--- src/rtl/spi_stat_pkg.sv ---
// Shared constants for the SPI status and mode controller.
// Flag index order: 0 enable, 1 master-select, 2..7 the six error flags
// (mode, TX overflow, RX overflow, abort, TX underflow, RX underflow).
package spi_stat_pkg;
    localparam int unsigned NUM_ERR   = 6;
    localparam int unsigned NUM_FLAGS = NUM_ERR + 2;
    localparam int unsigned FIRST_ERR = 2;
    localparam int unsigned BUSY_POS  = 13;
    // Status word bit for each flag.
    localparam int unsigned STAT_POS [NUM_FLAGS] = '{0, 1, 7, 8, 9, 10, 11, 12};
    // Command bit that sets each flag.
    localparam int unsigned SET_POS  [NUM_FLAGS] = '{1, 3, 7, 12, 13, 14, 15, 5};
    // Command bit that clears each flag.
    localparam int unsigned CLR_POS  [NUM_FLAGS] = '{0, 2, 6, 8, 9, 10, 11, 4};
endpackage

--- src/rtl/ssm_cmd_decode.sv ---
// Turns an accepted command write into per-flag set and clear strobes.
// Assumes the command positions in spi_stat_pkg fit inside CMD_W.
module ssm_cmd_decode
    import spi_stat_pkg::*;
#(
    parameter int CMD_W = 16
) (
    input  logic                 we_i,
    input  logic [CMD_W-1:0]     cmd_i,
    output logic [NUM_FLAGS-1:0] set_o,
    output logic [NUM_FLAGS-1:0] clr_o
);
    for (genvar i = 0; i < NUM_FLAGS; i++) begin : g_dec
        // Strobe only when written with a 1 under the write enable.
        assign set_o[i] = we_i & cmd_i[SET_POS[i]];
        assign clr_o[i] = we_i & cmd_i[CLR_POS[i]];
    end
endmodule

--- src/rtl/ssm_err_gate.sv ---
// Gates the error event pulses with their capture enables.
// Enable and master-select get no hardware event. The mode error is ungated.
// The enable vector is indexed by the status bit of its flag.
module ssm_err_gate
    import spi_stat_pkg::*;
#(
    parameter int EN_LO = 8,
    parameter int EN_HI = 12
) (
    input  logic [EN_HI:EN_LO]   en_i,
    input  logic [NUM_ERR-1:0]   evt_i,
    output logic [NUM_FLAGS-1:0] hw_o
);
    for (genvar i = 0; i < NUM_FLAGS; i++) begin : g_gate
        if (i < FIRST_ERR) begin : g_none
            // Mode bits are software-only.
            assign hw_o[i] = 1'b0;
        end else if (STAT_POS[i] < EN_LO) begin : g_free
            // No enable exists for this error: always captured.
            assign hw_o[i] = evt_i[i-FIRST_ERR];
        end else begin : g_en
            // Captured only with its enable set.
            assign hw_o[i] = evt_i[i-FIRST_ERR] & en_i[STAT_POS[i]];
        end
    end
endmodule

--- src/rtl/ssm_flag_cell.sv ---
// One stored status bit. A software clear beats a software set.
// A hardware event beats a software clear.
// Assumes a synchronous active-low reset to 0.
module ssm_flag_cell (
    input  logic clk,
    input  logic rst_n,
    input  logic set_i,
    input  logic clr_i,
    input  logic hw_i,
    output logic q_o
);
    // Update the bit with the priority hardware > clear > set > hold.
    always_ff @(posedge clk) begin
        if (!rst_n) q_o <= 1'b0;
        else        q_o <= hw_i | ((q_o | set_i) & ~clr_i);
    end
endmodule

--- src/rtl/spi_stat_ctl.sv ---
// Top level of the SPI status and mode controller: decodes commands, gates
// error events, stores the flags and assembles the status word and interrupt.
// Assumes error events are pulses synchronous to clk.
module spi_stat_ctl
    import spi_stat_pkg::*;
#(
    parameter int CMD_W  = 16,
    parameter int STAT_W = 16,
    parameter int EN_LO  = 8,
    parameter int EN_HI  = 12
) (
    input  logic                 clk,
    input  logic                 rst_n,
    input  logic                 cmd_we_i,
    input  logic [CMD_W-1:0]     cmd_i,
    input  logic [EN_HI:EN_LO]   err_en_i,
    input  logic [NUM_ERR-1:0]   err_evt_i,
    input  logic                 busy_i,
    output logic [STAT_W-1:0]    stat_o,
    output logic                 err_irq_o
);
    logic [NUM_FLAGS-1:0] set_v, clr_v, hw_v, flag_q;

    ssm_cmd_decode #(.CMD_W(CMD_W)) u_dec (
        .we_i (cmd_we_i),
        .cmd_i(cmd_i),
        .set_o(set_v),
        .clr_o(clr_v)
    );

    ssm_err_gate #(.EN_LO(EN_LO), .EN_HI(EN_HI)) u_gate (
        .en_i (err_en_i),
        .evt_i(err_evt_i),
        .hw_o (hw_v)
    );

    for (genvar i = 0; i < NUM_FLAGS; i++) begin : g_flag
        ssm_flag_cell u_cell (
            .clk  (clk),
            .rst_n(rst_n),
            .set_i(set_v[i]),
            .clr_i(clr_v[i]),
            .hw_i (hw_v[i]),
            .q_o  (flag_q[i])
        );
    end

    // Place each stored flag and the busy input at its status position.
    always_comb begin
        stat_o = '0;
        for (int i = 0; i < NUM_FLAGS; i++) stat_o[STAT_POS[i]] = flag_q[i];
        stat_o[BUSY_POS] = busy_i;
    end

    // Level interrupt from any stored error flag.
    assign err_irq_o = |flag_q[NUM_FLAGS-1:FIRST_ERR];
endmodule

--- config.mk ---
export PLATFORM = sky130hd
export DESIGN_NAME = spi_stat_ctl
export DESIGN_NICKNAME = d
export VERILOG_FILES = /design/src/rtl/spi_stat_pkg.sv /design/src/rtl/ssm_cmd_decode.sv /design/src/rtl/ssm_err_gate.sv /design/src/rtl/ssm_flag_cell.sv /design/src/rtl/spi_stat_ctl.sv
export SDC_FILE = /design/constraint.sdc
export NUM_CORES = 1
export LEC_CHECK = 0
export BUFFER_PORTS_ARGS = -buffer_cell sky130_fd_sc_hd__buf_4
export CAP_MARGIN = 20
export CORE_MARGIN = 2
export CORE_UTILIZATION = 32
export CTS_CLUSTER_DIAMETER = 30
export DETAILED_ROUTE_END_ITERATION = 12
export GPL_TIMING_DRIVEN = 0
export PLACE_DENSITY_LB_ADDON = 0.1
export SLEW_MARGIN = 20
export SYNTH_ARGS = -nofsm -noshare
export SYNTH_HDL_FRONTEND = slang
export SYNTH_SLANG_ARGS = --single-unit
--- constraint.sdc ---
create_clock -name clk -period 0.8 [get_ports clk]
set_input_delay 0.08 -clock clk [delete_from_list [all_inputs] [get_ports clk]]
set_output_delay 0.08 -clock clk [all_outputs]
set_load 0.02 [all_outputs]
==> impl_metrics.py, run 1 <==
metrics = {
    "status": {
        "status": "complete, but fails checks",
        "violations": "setup timing",
    },
    "setup_path": {
        "arrival_ps": 1090,
        "cp_max_fo": 2,
        "rr_worst_depth": 4,
        "required_ps": 720,
        "worst-path-stages": 3,
        "cp.buffers_inverters": 1,
        "slowest_delay_ps": 330,
        "cp-start-kind": "flip-flop",
        "crit_path_top_delay_cell": "dfxtp_2",
        "setup.worst_path.end_class": "primary output",
        "crit_type": "flip-flop to primary output",
        "worstPathCellList": "nor4_4, nand2_1, buf_6",
        "critical_path.top_delay_family": "simple AND/OR/NAND/NOR gates",
    },
    "routing": {
        "wl_per_cell_um": 11.93,
        "vias": 581,
        "postRouteAntennaNets": 0,
        "dr.pass1.iters": 2,
        "routed_wl_um": 1527,
        "viasPerCell": 4.539,
        "first_iter_violations": 5,
        "route.detailed.drc": 0,
    },
    "sta": {
        "finalSetupTns_ps": -1241,
        "fin_hold_ws_ps": 18.89,
        "fin_crit_sh": 1.457,
        "finalSetupViolations": 8,
        "max_freq_mhz": 858.1,
        "drv_slew": 0,
        "hold_viol": 0,
        "rsz0062_at_grt": "true",
        "fin_crit_ps": 1165,
        "timing.final.ws_setup_ps": -365.3,
        "finClkSkew_ps": 0,
    },
    "synthesis": {
        "synth.avg_cell_area_um2": 9.461,
        "post-synth-top-area-fraction": 0.2970,
        "synthTopCellsByCount": "buf_4, dfxtp_1, a21oi_2",
        "syn_inst": 57,
        "syn_area_um2": 539.3,
        "yosys.area.top_type": "dfxtp_1",
        "synth_cell_types": 16,
        "async_flop_share": 0,
        "ys_warn_count": 0,
        "yosys.cell_count.top_type": "buf_4",
        "yosysSeqAreaShare": 0.2970,
        "ys_ff_latch": 8,
        "synth.area.top_cells": "dfxtp_1, buf_4, o31ai_2",
        "yosys_most_used_dff": "dfxtp_1",
        "synth_edf_count": 0,
    },
    "die": {
        "row_count": 14,
        "fp.dieW_um": 45.05,
        "design.core.area_um2": 1541,
        "initial_core_util": 0.3498,
        "die_area_um2": 2030,
        "io_pins": 48,
        "die_height_um": 45.05,
    },
    "power_and_ir_drop": {
        "ir_drop_v": 0.0007782,
        "power.density_nw_per_um2": 1302,
        "power.total_mw": 1.378,
        "static-leakage-power_nw": 0.5146,
    },
    "final_layout": {
        "finalInstanceArea_um2": 1059,
        "largestRegisters": "g_flag.u_cell.q_o x8",
        "multi_input_area_um2": 290.3,
        "seqCellArea_um2": 172.7,
        "drive_gt1_frac": 0.8304,
        "final_nets": 145,
        "n_antenna_cell": 0,
        "top_register": "g_flag.u_cell.q_o",
        "fill_cells": 136,
        "area_growth_syn_to_layout_pct": 96.29,
        "largest_reg_flops": 8,
    },
    "global_routing": {
        "grt_overflow": 0,
        "grt_pass1_wl_um": 2470,
        "grt_max_degree": 11,
        "antenna_found_initial": 0,
        "grtUsageTotal": 0.1796,
        "grt_pass1_vias": 592,
    },
    "clock_network": {
        "clock_latency_ps": 250,
        "cts_sinks": 8,
        "ctsLongestPathBuffers": 2,
        "cts_max_level": 1,
        "cts-buffers-inserted": 3,
        "cts_tree": "done",
        "cts_root_buf": "clkbuf_4",
        "clk_pin_slew_worst_paths_ps": 50,
    },
    "min_path": {
        "worstHoldPathCells": 2,
        "holdCritPathClass": "input pin to flip-flop",
    },
    "placement": {
        "port_buffers": 39,
        "post-place-ws_ps": -154.6,
        "post-dp-hpwl_um": 1018,
        "postPlaceCellArea_um2": 875.8,
        "gp_congestion": 0.6772,
    },
    "job": {
        "cap_violations": 0,
    },
}
## stage by stage
step                      utilization  instances
after floorplan                     -         63
after CTS                      0.6615        127
final                          0.6867        128
after global placement         0.5682        118
after global routing           0.6867        128
after detailed placement       0.5682        118
## cell type report
cell class | instances | area share
Tap cell | 16 | 0.01891
Multi-Input combinational cell | 36 | 0.2742
Inverter | 2 | 0.007092
Buffer | 14 | 0.1170
Sequential cell | 8 | 0.1631
Clock buffer | 3 | 0.02128
Timing Repair Buffer | 49 | 0.3983
## report_power, final
group	leakage [nW]	internal, mW	switching (mW)	total [mW]
clock network	0.0138	0.172	0.138	0.309
registers	0.0691	0.440	0.0368	0.477
logic	0.432	0.358	0.234	0.591
## repair_timing
item,4_1_cts,5_1_grt
pin swaps,2,3
endpoints found under the setup margin,9,14
hold buffers,2,0
cloned,0,0
gates resized for setup,23,6
hold endpoints to repair,2,0
setup buffers,7,2
## logic make-up (layout without fill, tap and decap cells)
| family | count (synthesis) | after routing | synth area share |
|---|---|---|---|
| other | 1 | 7 | 0.006954 |
| buffers and inverters | 19 | 68 | 0.2575 |
| AOI/OAI and AO/OA | 16 | 16 | 0.2970 |
| and+or+nand+nor | 13 | 13 | 0.1415 |
| DFF | 8 | 8 | 0.2970 |
## layer usage
metal / track usage / wire, um
met4: 0.08824 / 18
met3: 0.07200 / 126
met5: 0 / 0
met2: 0.3371 / 816
met1: 0.1638 / 566
## layout by cell type, fill, tap and decap left out
cell type      instances
buf_6                 18
o31ai_2                5
a311oi_1               1
a211oi_1               1
buf_4                 43
nand2_1                1
a21oi_4                1
dfxtp_4                1
inv_2                  1
inv_1                  1
a21oi_2                6
conb_1                 7
dfxtp_2                7
nor2_1                 1
dlygate4sd3_1          2
clkbuf_4               3
nand3_1                5
and2_2                 5
nor4_4                 1
a211oi_2               2
## final timing paths
path	start	end	slack, ps
worst min register to register	g_flag[2].u_cell.q_o$_SDFF_PN0_	g_flag[2].u_cell.q_o$_SDFF_PN0_	620
worst max register to register	g_flag[5].u_cell.q_o$_SDFF_PN0_	g_flag[5].u_cell.q_o$_SDFF_PN0_	-40
worst max-delay path	g_flag[4].u_cell.q_o$_SDFF_PN0_	err_irq_o	-370
worst min-delay path	cmd_i[6]	g_flag[2].u_cell.q_o$_SDFF_PN0_	20
No activity file was read; power rests on OpenSTA's default activity.
==> run 2: changes to the inputs <==
--- a/config.mk
+++ b/config.mk
@@ -5,8 +5,8 @@
 export SDC_FILE = /design/constraint.sdc
 export NUM_CORES = 1
 export LEC_CHECK = 0
+export ABC_AREA = 1
 export BUFFER_PORTS_ARGS = -buffer_cell sky130_fd_sc_hd__buf_4
-export CAP_MARGIN = 20
 export CORE_MARGIN = 2
 export CORE_UTILIZATION = 32
 export CTS_CLUSTER_DIAMETER = 30
==> impl_metrics.py, run 2 <==
metrics = {
    "status": {
        "status": "complete, but fails checks",
        "violations": "setup timing",
    },
    "synthesis": {
        "yosys.cell_count.top_type": "nand2_1",
        "synthTopCellsByCount": "nand2_1, buf_4, a21oi_1, dfxtp_1, inv_1",
        "ys_ff_latch": 8,
        "synth_cell_types": 11,
        "yosysSeqAreaShare": 0.2936,
        "syn_inst": 81,
        "yosys_most_used_dff": "dfxtp_1",
        "synth_edf_count": 0,
        "post-synth-top-area-fraction": 0.2936,
        "ys_warn_count": 0,
        "yosys.area.top_type": "dfxtp_1",
        "synth.avg_cell_area_um2": 6.735,
        "syn_area_um2": 545.5,
        "async_flop_share": 0,
        "synth.area.top_cells": "dfxtp_1, buf_4, nand2_1",
    },
    "routing": {
        "route.detailed.drc": 0,
        "viasPerCell": 4.090,
        "dr.pass1.iters": 4,
        "top_layer": "met4",
        "postRouteAntennaNets": 0,
        "wl_per_cell_um": 9.396,
        "vias": 589,
        "wl_met3_um": 136,
        "wl_met2_um": 702,
        "routed_wl_um": 1353,
        "drt-met1-wl_um": 469,
        "first_iter_violations": 3,
    },
    "min_path": {
        "holdCritPathClass": "input pin to flip-flop",
    },
    "placement": {
        "place_inst": 141,
        "port_buffers": 38,
        "gp_congestion": 0.7021,
        "post-dp-hpwl_um": 990.6,
    },
    "setup_path": {
        "slowest_delay_ps": 320,
        "crit_path_top_delay_cell": "dfxtp_2",
        "cp_max_fo": 2,
        "cp.buffers_inverters": 1,
        "crit_type": "flip-flop to primary output",
        "worstPathCellList": "nor2_2, nand4_1, buf_6",
        "cp-start-kind": "flip-flop",
        "setup.worst_path.end_class": "primary output",
        "arrival_ps": 950,
        "required_ps": 720,
        "critical_path.top_delay_family": "flip-flops",
    },
    "die": {
        "initial_core_util": 0.3499,
        "fp.dieW_um": 45.29,
        "die_height_um": 45.29,
        "design.core.area_um2": 1559,
        "die_area_um2": 2051,
        "io_pins": 48,
        "row_count": 14,
    },
    "final_layout": {
        "final_nets": 161,
        "seqCellArea_um2": 170.2,
        "fill_cells": 149,
        "area_growth_syn_to_layout_pct": 77.52,
        "n_antenna_cell": 0,
        "final-instance-count-excl-fill": 144,
        "largest_reg_flops": 8,
        "final_cell_mix": "buf_4, nand2_1, buf_6, inv_1, dfxtp_2",
        "drive_gt1_frac": 0.5859,
        "multi_input_area_um2": 232.7,
        "largestRegisters": "g_flag.u_cell.q_o x8",
        "mostFrequentLayoutCell": "buf_4",
        "top_register": "g_flag.u_cell.q_o",
    },
    "clock_network": {
        "ctsLongestPathBuffers": 2,
        "clk_pin_slew_worst_paths_ps": 60,
        "cts-buffers-inserted": 3,
        "hold_buffers": 0,
        "cts_root_buf": "clkbuf_4",
        "cts_sinks": 8,
        "cts_tree": "done",
        "cts_max_level": 1,
        "clock_latency_ps": 250,
    },
    "global_routing": {
        "grtUsageTotal": 0.1491,
        "grt_pass1_vias": 554,
        "antenna_found_initial": 0,
        "grt_max_degree": 11,
        "grt_overflow": 0,
        "grt_pass1_wl_um": 2118,
    },
    "job": {
        "cap_violations": 0,
    },
    "sta": {
        "drv_slew": 0,
        "max_freq_mhz": 974.4,
        "rsz0062_at_grt": "true",
        "hold_viol": 0,
        "fin_hold_ws_ps": 52.43,
        "fin_crit_ps": 1026,
        "finalSetupViolations": 7,
        "finClkSkew_ps": 0,
        "fin_crit_sh": 1.283,
        "timing.final.ws_setup_ps": -226.3,
    },
    "power_and_ir_drop": {
        "ir_drop_v": 0.0008224,
        "power.density_nw_per_um2": 1302,
        "static-leakage-power_nw": 0.5458,
    },
}
## run 2: cell type report
type,instances,area share
multi-input cells,53,0.2403
flip-flops and latches,8,0.1757
clock buffers,3,0.02326
inverters,8,0.03101
well taps,16,0.02067
repair buffers,42,0.3682
plain buffers,14,0.1408
## run 2: what timing repair did
| action | in CTS | in global routing |
|---|---|---|
| buffers inserted | 1 | 3 |
| endpoints found under the setup margin | 9 | 9 |
| pin swaps | 2 | 2 |
| gates resized for setup | 22 | 5 |
## run 2: power by group
part / internal (mW) / switching, mW
clock: 0.172 / 0.136
sequential: 0.436 / 0.0230
combinational: 0.289 / 0.206
total: 0.896 / 0.365
## run 2: path summary, 6_finish.rpt
check | end | startpoint | slack, ps | cells after the start
worst max-delay path | err_irq_o | g_flag[4].u_cell.q_o$_SDFF_PN0_ | -230 | 3
worst min-delay path | g_flag[1].u_cell.q_o$_SDFF_PN0_ | cmd_i[3] | 50 | 3
worst max register to register | g_flag[4].u_cell.q_o$_SDFF_PN0_ | g_flag[4].u_cell.q_o$_SDFF_PN0_ | 10 | 5
worst min register to register | g_flag[0].u_cell.q_o$_SDFF_PN0_ | g_flag[0].u_cell.q_o$_SDFF_PN0_ | 480 | 2
## run 2: worst reg2reg max path: stages, from the launching register on
cell and delay (ps):
dfxtp_2 320, buf_4 130, inv_1 40, nand2_1 40
nand2_1 80, a21oi_2 60
## run 2: cell families after synthesis
group | count (synthesis) | synth area share
buffers and inverters | 26 | 0.3326
AO/OA/AOI/OAI | 8 | 0.07340
AND/OR/NAND/NOR | 38 | 0.2936
flip-flops | 8 | 0.2936
other | 1 | 0.006874
## run 2: per-layer routing
layer / track usage / vias up
li1: - / 316
met1: 0.1467 / 233
met2: 0.2571 / 34
met3: 0.06800 / 6
met4: 0.08235 / 0
met5: 0 / -
## run 2: stage by stage
stage	instance area, um2	setup WS [ps]	total power, mW	TNS [ps]	utilization
global route	968.4	-296.2	1.342	-1268	0.6212
global placement	873.3	32.95	0.8919	0	0.5602
detailed placement	873.3	35.94	0.8967	0	0.5602
finish	968.4	-226.3	1.261	-932.5	0.6212
floorplan	568.0	103.3	0.7130	0	-
CTS	950.9	-224.5	1.260	-883.8	0.6100
==> run 3: changes to the inputs <==
--- a/config.mk
+++ b/config.mk
@@ -8,7 +8,7 @@
 export ABC_AREA = 1
 export BUFFER_PORTS_ARGS = -buffer_cell sky130_fd_sc_hd__buf_4
 export CORE_MARGIN = 2
-export CORE_UTILIZATION = 32
+export CORE_UTILIZATION = 35
 export CTS_CLUSTER_DIAMETER = 30
 export DETAILED_ROUTE_END_ITERATION = 12
 export GPL_TIMING_DRIVEN = 0
@@ -16,4 +16,5 @@
 export SLEW_MARGIN = 20
 export SYNTH_ARGS = -nofsm -noshare
 export SYNTH_HDL_FRONTEND = slang
+export SYNTH_HIERARCHICAL = 1
 export SYNTH_SLANG_ARGS = --single-unit
==> impl_metrics.py, run 3 <==
metrics = {
    "die": {
        "fp.dieW_um": 46.70,
        "design.core.area_um2": 1727,
        "die_area_um2": 2181,
        "die_height_um": 46.70,
        "io_pins": 48,
        "row_count": 15,
        "initial_core_util": 0.3696,
    },
    "placement": {
        "gp_congestion": 0.5982,
        "post-dp-hpwl_um": 1117,
        "port_buffers": 37,
        "place_inst": 178,
        "post-place-ws_ps": 47.02,
    },
    "min_path": {
        "holdCritPathClass": "input pin to flip-flop",
    },
    "final_layout": {
        "largest_reg_flops": 8,
        "final_util": 0.6304,
        "top_register": "g_flag.u_cell/q_o",
        "mostFrequentLayoutCell": "inv_1",
        "fill_cells": 168,
        "seqCellArea_um2": 170.2,
        "n_antenna_cell": 0,
        "area_growth_syn_to_layout_pct": 70.59,
        "final-instance-count-excl-fill": 185,
        "largestRegisters": "g_flag.u_cell/q_o x8",
        "final_cell_mix": "inv_1, buf_4, nand2_1, buf_6, conb_1",
        "multi_input_area_um2": 232.7,
        "final_nets": 193,
        "drive_gt1_frac": 0.4625,
    },
    "routing": {
        "postRouteAntennaNets": 0,
        "dr.pass1.iters": 2,
        "drt-met1-wl_um": 581,
        "wl_met2_um": 726,
        "vias": 675,
        "routed_wl_um": 1432,
        "wl_per_cell_um": 7.741,
        "top_layer": "met4",
        "first_iter_violations": 7,
        "wl_met3_um": 110,
        "viasPerCell": 3.649,
        "route.detailed.drc": 0,
    },
    "sta": {
        "fin_crit_ps": 984.5,
        "finClkSkew_ps": 0,
        "max_freq_mhz": 1016,
        "finalSetupViolations": 6,
        "rsz0062_at_grt": "true",
        "drv_slew": 0,
        "hold_viol": 0,
        "fin_crit_sh": 1.231,
        "timing.final.ws_setup_ps": -184.5,
    },
    "setup_path": {
        "required_ps": 720,
        "crit_type": "flip-flop to primary output",
        "r2r_slack_ps": 60,
        "arrival_ps": 900,
        "cp_max_fo": 2,
        "cp-start-kind": "flip-flop",
        "setup.worst_path.end_class": "primary output",
    },
    "clock_network": {
        "cts_sinks": 8,
        "clk_pin_slew_worst_paths_ps": 50,
        "cts-buffers-inserted": 3,
        "cts_root_buf": "clkbuf_4",
        "clock_latency_ps": 240,
        "ctsLongestPathBuffers": 2,
        "cts_max_level": 1,
        "cts_tree": "done",
    },
    "synthesis": {
        "ys_warn_count": 6,
        "synthTopCellsByCount": "inv_1, nand2_1, buf_4",
        "post-synth-top-area-fraction": 0.2647,
        "syn_inst": 109,
        "async_flop_share": 0,
        "ys_ff_latch": 8,
        "yosys.cell_count.top_type": "inv_1",
        "syn_area_um2": 638.1,
        "yosys_most_used_dff": "dfxtp_1",
        "synth.area.top_cells": "inv_1, dfxtp_1, buf_4",
        "synth_edf_count": 0,
        "synth.avg_cell_area_um2": 5.854,
        "yosys.area.top_type": "inv_1",
        "yosysSeqAreaShare": 0.2510,
        "synth_cell_types": 12,
    },
    "power_and_ir_drop": {
        "intPower_uw": 893.8,
        "combPwrFrac": 0.395,
        "power.density_nw_per_um2": 1166,
        "p_seq_frac": 0.368,
        "static-leakage-power_nw": 0.7243,
        "power.share.clock": 0.236,
        "ir_drop_v": 0.0009823,
        "power.total_mw": 1.269,
        "sw_frac_of_total": 0.2955,
        "switchingPower_uw": 374.9,
    },
    "global_routing": {
        "grt_pass1_wl_um": 2104,
        "grt_overflow": 0,
        "antenna_found_initial": 0,
        "grtUsageTotal": 0.1383,
        "grt_max_degree": 11,
        "grt_pass1_vias": 559,
    },
    "status": {
        "status": "complete, but fails checks",
        "violations": "setup timing",
    },
    "job": {
        "cap_violations": 0,
    },
}
==> run 3: changes by cell type in the layout (fill, tap and decap cells not counted), moves of 2 or more <==
cell / change
conb_1: +2
nor2_1: -3
buf_4: +2
inv_1: +37
o21ai_1: +7
buf_6: -4
nor2_2: +2
nand2_1: -11
==> run 3: through the flow <==
stage | setup TNS [ps] | hold slack [ps] | instance area, um2
2_1_floorplan | 0 | 189.2 | 664.4
3_3_place_gp | 0 | 335.5 | 973.4
3_5_place_dp | 0 | 338.7 | 973.4
4_1_cts | -491.8 | 72.40 | 1067
5_1_grt | -771.1 | 65.04 | 1089
6_report | -562.2 | 70.85 | 1089
==> run 3: kinds of logic (layout without fill, tap and decap cells) <==
logic type / after synthesis / count (layout) / share of synthesized area
AOI/OAI and AO/OA: 16 / 16 / 0.1255
DFF: 8 / 8 / 0.2510
and+or+nand+nor: 25 / 25 / 0.1686
other: 2 / 9 / 0.01177
buffers and inverters: 58 / 102 / 0.4431
==> run 3: final timing paths <==
path / startpoint / end / cells past startpoint
hold / removal: err_evt_i[0] / g_flag[2].u_cell/q_o$_SDFF_PN0_ / 3
setup / recovery: g_flag[6].u_cell/q_o$_SDFF_PN0_ / err_irq_o / 3
hold reg to reg: g_flag[1].u_cell/q_o$_SDFF_PN0_ / g_flag[1].u_cell/q_o$_SDFF_PN0_ / 2
setup reg to reg: g_flag[2].u_cell/q_o$_SDFF_PN0_ / g_flag[2].u_cell/q_o$_SDFF_PN0_ / 3
==> run 3: power groups by stage <==
stage | registers [mW] | logic [mW] | clock network (mW)
global route | 0.470 | 0.553 | 0.335
detailed placement | 0.464 | 0.438 | 0
global placement | 0.463 | 0.430 | 0
floorplan | 0.499 | 0.210 | 0
CTS | 0.465 | 0.488 | 0.309
finish | 0.467 | 0.502 | 0.300
==> run 3: area by class of cell <==
class / instances / share of cell area
clock buffer: 3 / 0.02069
timing repair buffer: 41 / 0.3207
buffer: 13 / 0.1046
inverter: 45 / 0.1552
sequential: 8 / 0.1563
tap: 25 / 0.02874
multi-input combinational: 50 / 0.2138
==> run 3: layer usage <==
layer	vias to the layer above	global-route usage
li1	378	-
met1	268	0.1466
met2	27	0.2611
met3	2	0.03529
met4	0	0.05000
met5	-	0
==> run 3: critical path, stage by stage (launching register included) <==
cell,delay [ps]
dfxtp_2,320
nor2_2,110
nand3_1,90
buf_6,140
==> run 3: timing repair <==
action,in CTS,in global routing
buffers inserted,3,1
hold buffers,0,0
endpoints found under the setup margin,9,10
resized for setup,19,4
pin swaps,4,2
